$ cat src/rtl/i2cCondPkg.sv
package i2cCondPkg;

  localparam int DLY_W = 3;
  localparam int REQ_N = 3;

  // request bit positions (also the reqState order)
  localparam int REQ_START   = 0;
  localparam int REQ_RESTART = 1;
  localparam int REQ_STOP    = 2;

  typedef enum logic [2:0] {
    PH_IDLE, PH_S0, PH_S1, PH_S2, PH_R0, PH_P0, PH_P1, PH_P2
  } phase_e;

  typedef struct packed {
    logic             condSel;
    logic             ackBit;
    logic             ackSel;
    logic             sclStop;
    logic             sclWait;
    logic [DLY_W-1:0] sdaDly;
  } cfg_t;

  typedef struct packed {
    logic load;
    logic scl;
    logic sda;
  } strobe_t;

endpackage

$ cat src/rtl/i2cSdaDelay.sv
module i2cSdaDelay #(
  parameter int DLY_W = 3
) (
  input  logic             clk,
  input  logic             rstN,
  input  logic [DLY_W-1:0] dly,
  input  logic             srcTick,
  input  logic             dIn,
  output logic             dOut
);

  logic             pendVal;
  logic             held;
  logic [DLY_W-1:0] cnt;

  // the tick in the change cycle is skipped; the first later tick starts
  // the count and n further ticks move the value to the output
  always_ff @(posedge clk) begin
    if (!rstN) begin
      pendVal <= 1'b1;
      held    <= 1'b1;
      cnt     <= '0;
    end else if (dly == '0) begin
      pendVal <= dIn;
      held    <= dIn;
      cnt     <= '0;
    end else if (dIn != pendVal) begin
      pendVal <= dIn;
      cnt     <= '0;
    end else if (srcTick && (pendVal != held)) begin
      if (cnt == dly) begin
        held <= pendVal;
        cnt  <= '0;
      end else begin
        cnt <= cnt + 1'b1;
      end
    end
  end

  assign dOut = (dly == '0) ? dIn : held;

endmodule

$ cat src/rtl/i2cCondCtrl.sv
module i2cCondCtrl
  import i2cCondPkg::*;
#(
  parameter int DATA_W = 8
) (
  input  logic              clk,
  input  logic              rstN,
  input  logic              wrEn,
  input  logic              wrAddr,
  input  logic [DATA_W-1:0] wrData,
  input  logic              bitTick,
  output cfg_t              cfg,
  output strobe_t           strb,
  output logic [REQ_N-1:0]  reqState
);

  localparam logic ADDR_CTRL = 1'b0;
  localparam int   B_COND = 3;
  localparam int   B_ACKD = 4;
  localparam int   B_ACKS = 5;
  localparam int   B_STOP = 6;
  localparam int   B_WAIT = 7;

  cfg_t             cfgQ;
  phase_e           ph, phNxt;
  logic [REQ_N-1:0] reqBits, curMask, curNxt, clrMask, setMask;
  logic             done;

  function automatic logic [1:0] phaseLines(phase_e p);
    case (p)
      PH_S0:   return 2'b11;
      PH_S1:   return 2'b10;
      PH_S2:   return 2'b00;
      PH_R0:   return 2'b01;
      PH_P0:   return 2'b00;
      PH_P1:   return 2'b10;
      PH_P2:   return 2'b11;
      default: return 2'b11;
    endcase
  endfunction

  always_comb begin
    phNxt  = ph;
    curNxt = curMask;
    done   = 1'b0;
    if (bitTick) begin
      case (ph)
        PH_IDLE: begin
          if (cfgQ.condSel) begin
            if (reqBits[REQ_STOP]) begin
              phNxt  = PH_P0;
              curNxt = REQ_N'(1) << REQ_STOP;
            end else if (reqBits[REQ_RESTART]) begin
              phNxt  = PH_R0;
              curNxt = REQ_N'(1) << REQ_RESTART;
            end else if (reqBits[REQ_START]) begin
              phNxt  = PH_S0;
              curNxt = REQ_N'(1) << REQ_START;
            end
          end
        end
        PH_R0: phNxt = PH_S0;
        PH_S0: phNxt = PH_S1;
        PH_S1: phNxt = PH_S2;
        PH_P0: phNxt = PH_P1;
        PH_P1: phNxt = PH_P2;
        PH_S2, PH_P2: begin
          phNxt = PH_IDLE;
          done  = 1'b1;
        end
        default: phNxt = PH_IDLE;
      endcase
    end
  end

  assign clrMask = done ? curMask : '0;
  assign setMask = (wrEn && wrAddr == ADDR_CTRL) ? wrData[REQ_N-1:0] : '0;

  assign strb.load = bitTick && (phNxt != PH_IDLE);
  assign {strb.scl, strb.sda} = phaseLines(phNxt);

  always_ff @(posedge clk) begin
    if (!rstN) begin
      reqBits <= '0;
      cfgQ    <= '0;
      ph      <= PH_IDLE;
      curMask <= '0;
    end else begin
      reqBits <= (reqBits & ~clrMask) | setMask;
      ph      <= phNxt;
      curMask <= curNxt;
      if (wrEn) begin
        if (wrAddr == ADDR_CTRL) begin
          cfgQ.condSel <= wrData[B_COND];
          cfgQ.ackBit  <= wrData[B_ACKD];
          cfgQ.ackSel  <= wrData[B_ACKS];
          cfgQ.sclStop <= wrData[B_STOP];
          cfgQ.sclWait <= wrData[B_WAIT];
        end else begin
          cfgQ.sdaDly <= wrData[DLY_W-1:0];
        end
      end
    end
  end

  assign cfg      = cfgQ;
  assign reqState = reqBits;

endmodule

$ cat src/rtl/i2cCondPath.sv
module i2cCondPath
  import i2cCondPkg::*;
(
  input  logic    clk,
  input  logic    rstN,
  input  cfg_t    cfg,
  input  strobe_t strb,
  input  logic    srcTick,
  input  logic    serClk,
  input  logic    serData,
  output logic    sclOut,
  output logic    sdaOut
);

  logic condScl, condSda;
  logic sclSel, sdaSrc;

  always_ff @(posedge clk) begin
    if (!rstN) begin
      condScl <= 1'b1;
      condSda <= 1'b1;
    end else if (strb.load) begin
      condScl <= strb.scl;
      condSda <= strb.sda;
    end
  end

  assign sclSel = cfg.condSel ? condScl : serClk;
  assign sclOut = cfg.sclWait ? 1'b0 : (cfg.sclStop ? 1'b1 : sclSel);
  assign sdaSrc = cfg.condSel ? condSda : (cfg.ackSel ? cfg.ackBit : serData);

  i2cSdaDelay #(.DLY_W(DLY_W)) uDelay (
    .clk     (clk),
    .rstN    (rstN),
    .dly     (cfg.sdaDly),
    .srcTick (srcTick),
    .dIn     (sdaSrc),
    .dOut    (sdaOut)
  );

endmodule

$ cat src/rtl/i2cLineCond.sv
module i2cLineCond
  import i2cCondPkg::*;
#(
  parameter int DATA_W = 8
) (
  input  logic              clk,
  input  logic              rstN,
  input  logic              wrEn,
  input  logic              wrAddr,
  input  logic [DATA_W-1:0] wrData,
  input  logic              bitTick,
  input  logic              srcTick,
  input  logic              serClk,
  input  logic              serData,
  output logic              sclOut,
  output logic              sdaOut,
  output logic [REQ_N-1:0]  reqState
);

  cfg_t    cfgBus;
  strobe_t strbBus;

  i2cCondCtrl #(.DATA_W(DATA_W)) uCtrl (
    .clk      (clk),
    .rstN     (rstN),
    .wrEn     (wrEn),
    .wrAddr   (wrAddr),
    .wrData   (wrData),
    .bitTick  (bitTick),
    .cfg      (cfgBus),
    .strb     (strbBus),
    .reqState (reqState)
  );

  i2cCondPath uPath (
    .clk     (clk),
    .rstN    (rstN),
    .cfg     (cfgBus),
    .strb    (strbBus),
    .srcTick (srcTick),
    .serClk  (serClk),
    .serData (serData),
    .sclOut  (sclOut),
    .sdaOut  (sdaOut)
  );

endmodule

$ cat config.mk
export PLATFORM = sky130hd
export DESIGN_NAME = i2cLineCond
export DESIGN_NICKNAME = d
export VERILOG_FILES = /design/src/rtl/i2cCondPkg.sv /design/src/rtl/i2cSdaDelay.sv /design/src/rtl/i2cCondCtrl.sv /design/src/rtl/i2cCondPath.sv /design/src/rtl/i2cLineCond.sv
export SDC_FILE = /design/constraint.sdc
export NUM_CORES = 1
export LEC_CHECK = 0
export CAP_MARGIN = 10
export CORE_UTILIZATION = 31
export CTS_CLUSTER_SIZE = 24
export DETAILED_ROUTE_END_ITERATION = 7
export PLACE_DENSITY_LB_ADDON = 0.2
export SYNTH_ARGS = -nofsm -noshare
export SYNTH_HDL_FRONTEND = slang
export SYNTH_SLANG_ARGS = --single-unit
$ cat constraint.sdc
create_clock -name clk -period 1.65 [get_ports clk]
set_input_delay 0.33 -clock clk [delete_from_list [all_inputs] [get_ports clk]]
set_output_delay 0.33 -clock clk [all_outputs]
set_load 0.03 [all_outputs]
After elaboration in Yosys (flattened, before gate mapping)
Cells that the tools add are included.
W data, S select, Z words.
{"block": "classes", "addsub": 1, "n_eq_ne": 16, "n_mux": 27, "bitwise_logic": 5, "reduce_logical": 18}
{"op": "$mux W3", "count": 11}
{"op": "$eq A3 B3 Y1 const B", "count": 7}
{"op": "$pmux W3 S7", "count": 1}
{"op": "$mux W1", "count": 14}
{"op": "$eq A3 B2 Y1 const B", "count": 4}
{"op": "$logic_not A3 Y1", "count": 2}
{"op": "$pmux W2 S3", "count": 1}
{"op": "$reduce_bool A2 Y1", "count": 3}
{"op": "$reduce_bool A3 Y1", "count": 2}
{"op": "$reduce_or A2 Y1", "count": 3}
{"op": "$reduce_and A2 Y1", "count": 2}
{"op": "$reduce_and A4 Y1", "count": 1}
{"op": "$add A3 B1 Y3 const B", "count": 1}
{"op": "$and A3 B3 Y3", "count": 1}
{"op": "$eq A3 B1 Y1 const B", "count": 1}
{"op": "$eq A3 B3 Y1", "count": 1}
{"op": "$logic_and A1 B1 Y1", "count": 3}
{"op": "$not A3 Y3", "count": 1}
{"op": "$or A3 B3 Y3", "count": 1}
{"op": "$reduce_and A3 Y1", "count": 1}
{"op": "$reduce_or A3 Y1", "count": 1}
{"op": "$ne A1 B1 Y1", "count": 2}
{"op": "$ne A2 B1 Y1 const B", "count": 1}
{"op": "$not A1 Y1", "count": 2}
{"block": "totals", "register_bits": 24, "inputBits": 16, "word_cells": 81}

Logic depth before layout (Yosys ltp)
{"block": "logic_depth", "depth_word": 9, "depth_mapped": 5, "depth_no_buf": 4}

By module
From an unflattened synthesis, not the netlist that was laid out.
{"block": "unflattened", "cells_unflattened": 141, "area_unflattened_um2": 1315.0}
{"module": "i2cCondCtrl", "n_inst": 1, "cells_each": 94, "area_per_inst_um2": 888.4}
{"module": "i2cSdaDelay", "n_inst": 1, "cells_each": 35, "area_per_inst_um2": 321.6}
{"module": "i2cCondPath", "n_inst": 1, "cells_each": 12, "area_per_inst_um2": 105.1}

Worst setup path before layout
Ideal clock, no wire load.
{"block": "synth_path", "kind": "flip-flop to output port", "start": "reg uCtrl.cfgQ, in the netlist uCtrl.cfg[0]", "end": "out sdaOut", "t_arrival_ns": 1.033, "required_time_ns": 1.320, "path_slack_ns": 0.287, "path_stages_with_launch": 3, "n_path_buf": 0, "cell_sequence": "dfxtp_1 -> nor3_2 -> mux2_2"}
{"block": "synth_via", "elab_chain_len": 2}
{"item": "start: declaration", "line_no": "i2cCondCtrl.sv:24", "rtl": "cfg_t cfgQ;"}
{"item": "$logic_not A3 Y1", "line_no": "i2cSdaDelay.sv:40", "rtl": "assign dOut = (dly == '0) ? dIn : held;"}
{"item": "$mux W1", "line_no": "i2cSdaDelay.sv:40"}
{"item": "end: declaration", "line_no": "i2cLineCond.sv:16", "rtl": "output logic sdaOut,"}
Every way passes these cells.

Worst setup path in the final report
{"block": "layout_path", "start": "reg uCtrl.cfgQ, in the netlist uCtrl.cfg[5]", "end": "out sdaOut"}
{"block": "layout_via", "elab_chain_len": 3}
{"item": "$mux W1 (2 in series)", "line_no": "i2cCondPath.sv:30", "rtl": "assign sdaSrc = cfg.condSel ? condSda : (cfg.ackSel ? cfg.ackBit : serData);"}
{"item": "$mux W1", "line_no": "i2cSdaDelay.sv:40"}
Every way passes these cells.

==> flow_metrics.py <==
metrics = {
    "sta": {
        "relSlewSlack": 0.7569,
        "layout_min_cycle_time_ps": 1685,
        "period_share": 1.021,
        "final-hold-violation-count": 0,
        "max_freq_mhz": 593.4,
        "worst_pin_slew_ps": 364.1,
        "finalWorstSetupSlack_ps": -35.24,
        "skew_ps": 2.561,
        "rsz0062_at_grt": "true",
        "drv_slew": 0,
        "finalSetupViolCount": 1,
    },
    "synth": {
        "syn_area_per_cell_um2": 8.564,
        "ys_ff_latch": 24,
        "syn_nets": 165,
        "synth-edff-count": 0,
        "muxShareOfSynthArea": 0.05627,
        "synth_xor_area_frac": 0.04146,
        "synth_compound_area_frac": 0.1945,
        "synthSimpleGateAreaFrac": 0.2754,
        "synth_ff_type": "dfxtp_1",
        "synth_cells": 148,
        "yosysSeqAreaShare": 0.3791,
        "syn_area_mm2": 0.001267,
        "synth_warnings": 0,
        "synth_top_family_by_area": "simple AND/OR/NAND/NOR gates",
        "yosysUniqueCellTypes": 42,
        "async_flop_share": 0,
        "synth_adder_area_share": 0.009872,
    },
    "floorplanning": {
        "die_w_um": 65.94,
        "die_area_mm2": 0.004348,
        "start_util": 0.3337,
        "io_pins": 21,
        "row_count": 22,
        "fp.dieH_um": 65.94,
        "fp.coreArea_mm2": 0.003799,
    },
    "cells_and_area": {
        "drive_gt1_frac": 0.1803,
        "area_growth_pct": 34.35,
        "fill_cells": 370,
        "diodes": 0,
        "fin_nets": 201,
    },
    "worst_setup_path": {
        "crit_start": "uCtrl.cfg[5]",
        "max_stage_delay_ps": 350,
        "critPathCaptureType": "primary output",
        "arrival_ps": 1360,
        "rr_endpoint": "uPath.uDelay.held",
        "path_max_fanout": 2,
        "crit_type": "register to primary output",
        "r2r_start": "uCtrl.cfg[5]",
        "crit_chain": "mux2i_2 > o21ai_2 > mux2_4 > buf_6",
        "crit_path_start_kind": "register",
        "crit_end": "sdaOut",
        "worstPathRequired_ps": 1320,
        "r2r_cells": 8,
        "rrSetupSlack_ps": 190,
        "slowest_stage": "dfxtp_2",
    },
    "pwr": {
        "power_density_mw_per_mm2": 768.4,
        "ir_drop_v": 0.0003268,
        "p_leak_nw": 0.6478,
        "fin_total_pwr_mw": 1.308,
    },
    "route": {
        "vias_per_cell": 5.026,
        "final_antenna_net_count": 0,
        "drt_iter0_markers": 44,
        "wire_per_inst_um": 12.65,
        "drc": 0,
        "dr.pass1.iters": 4,
        "vias": 1161,
        "drt_wl_total_um": 2922,
    },
    "grt": {
        "grt_usage": 0.1597,
        "grt_max_degree": 14,
        "grt-ovfl-total": 0,
        "grt_antenna_before_repair": 0,
        "grt_pass1_vias": 1203,
        "grt_pass1_wl_um": 5292,
    },
    "clock_network": {
        "clock_latency_ps": 270,
        "cts_inserted_buffers": 3,
        "cts_tree": "built",
        "root_buffer": "clkbuf_8",
        "clock_path_buffers": 2,
        "ctsHoldBuffers": 0,
        "h-tree-depth": 1,
        "clk_pin_slew_worst_paths_ps": 90,
        "cts_sinks": 24,
    },
    "hold_path": {
        "hold_class": "register to register",
        "min_delay_path_depth": 2,
    },
    "placement": {
        "globalplace.congestion": 0.8008,
        "dp_slack_ps": -184.9,
        "port_buffers": 20,
        "dpl.hpwl_um": 2175,
    },
    "job": {
        "drv_cap": 0,
    },
    "run_status": {
        "status": "complete, but fails checks",
        "violations": "setup timing",
    },
}
-- area by class of cell --
cell class | instances | area [um2] | area share
Timing Repair Buffer | 38 | 335.3 | 0.1969
Clock buffer | 4 | 55.05 | 0.03233
Sequential cell | 24 | 483.0 | 0.2836
Inverter | 2 | 7.507 | 0.004409
Tap cell | 48 | 60.06 | 0.03527
Multi-Input combinational cell | 115 | 762.0 | 0.4475
-- cell families (layout without fill, tap and decap cells) --
family | count (synthesis) | after routing
flip-flops | 24 | 24
multiplexers | 7 | 7
AO/OA/AOI/OAI | 35 | 35
AND/OR/NAND/NOR | 66 | 66
XOR/XNOR | 6 | 6
buffers and inverters | 9 | 44
adder cells (fa/ha/maj) | 1 | 1
-- how the worst min path moves through the flow --
stage | slack [ps] | from | to
finish | 480 | uCtrl.curMask[1] | uCtrl.curMask[1]
global route | 520 | uCtrl.curMask[2] | uCtrl.curMask[2]
CTS | 480 | uCtrl.curMask[1] | uCtrl.curMask[1]
detailed placement | 470 | uCtrl.curMask[1] | uCtrl.curMask[1]
global placement | 460 | uCtrl.curMask[1] | uCtrl.curMask[1]
floorplan | 450 | uCtrl.curMask[1] | uCtrl.curMask[1]
-- worst max-delay path: cells and delay by family, from the launching register on --
family	cells	cell delay, ps
muxes	2	520
DFF	1	350
buffers and inverters	1	140
AOI/OAI and AO/OA	1	80
-- layout by cell type, fill, tap and decap left out, drive strengths merged, types with 2 or more instances in the layout --
cell,count
dfxtp,24
and2,2
xnor2,5
nor3b,2
a211oi,4
nand2,18
nand3b,3
o21ai,5
a21oi,5
inv,2
a22oi,3
clkbuf,4
nand2b,4
nor2b,12
a21boi,5
clkdlybuf4s50,16
mux2i,6
o211ai,2
nor2,8
buf,20
nor3,4
nand3,8
o21a,4
-- sequential cells by signal, indices dropped and copies added (netlist names), 3 cells and up --
register / cells
uCtrl.curMask: 3
uCtrl.ph: 3
uCtrl.cfg: 8
uPath.uDelay.cnt: 3
uCtrl.reqState: 3
-- what timing repair did --
action	in CTS	in global routing
endpoints found under the setup margin	2	4
endpoints found under the hold margin	0	0
pin swaps	2	3
resized for setup	8	5
buffers inserted	5	0
-- Yosys cell counts, drive strengths merged (5+ instances only) --
cell type | count | share of area
dfxtp | 24 | 0.38
a21boi | 5 | 0.030
o21ai | 5 | 0.020
mux2i | 6 | 0.047
a21oi | 5 | 0.020
nand2 | 18 | 0.053
nor2b | 12 | 0.059
nor2 | 8 | 0.024
xnor2 | 5 | 0.035
nand3 | 8 | 0.032
-- through the flow --
| stage | hold WS [ps] | util | std cells | TNS [ps] | cell area, um2 |
|---|---|---|---|---|---|
| 2_1_floorplan | 448.7 | - | 148 | 0 | 1267 |
| 3_3_place_gp | 465.0 | 0.4160 | 223 | -156.3 | 1580 |
| 3_5_place_dp | 467.9 | 0.4160 | 223 | -344.6 | 1580 |
| 4_1_cts | 480.9 | 0.4466 | 232 | -56.87 | 1697 |
| 5_1_grt | 518.7 | 0.4483 | 231 | -95.45 | 1703 |
| 6_report | 478.2 | 0.4483 | 231 | -35.24 | 1703 |
-- report_power, final --
| group | switching [mW] | leakage (nW) | internal [mW] | total, mW |
|---|---|---|---|---|
| registers | 0.0242 | 0.196 | 0.601 | 0.625 |
| clock network | 0.193 | 0.0288 | 0.213 | 0.406 |
| logic | 0.125 | 0.423 | 0.152 | 0.277 |
-- metal layers --
metal	part of all wire	track usage	vias to the layer above
met3	0.038	0.02931	4
met4	0.012	0.05585	0
li1	-	-	600
met5	0	0	-
met1	0.50	0.2115	534
met2	0.45	0.2577	23
Note: power is estimated with default switching activity, not from simulation.
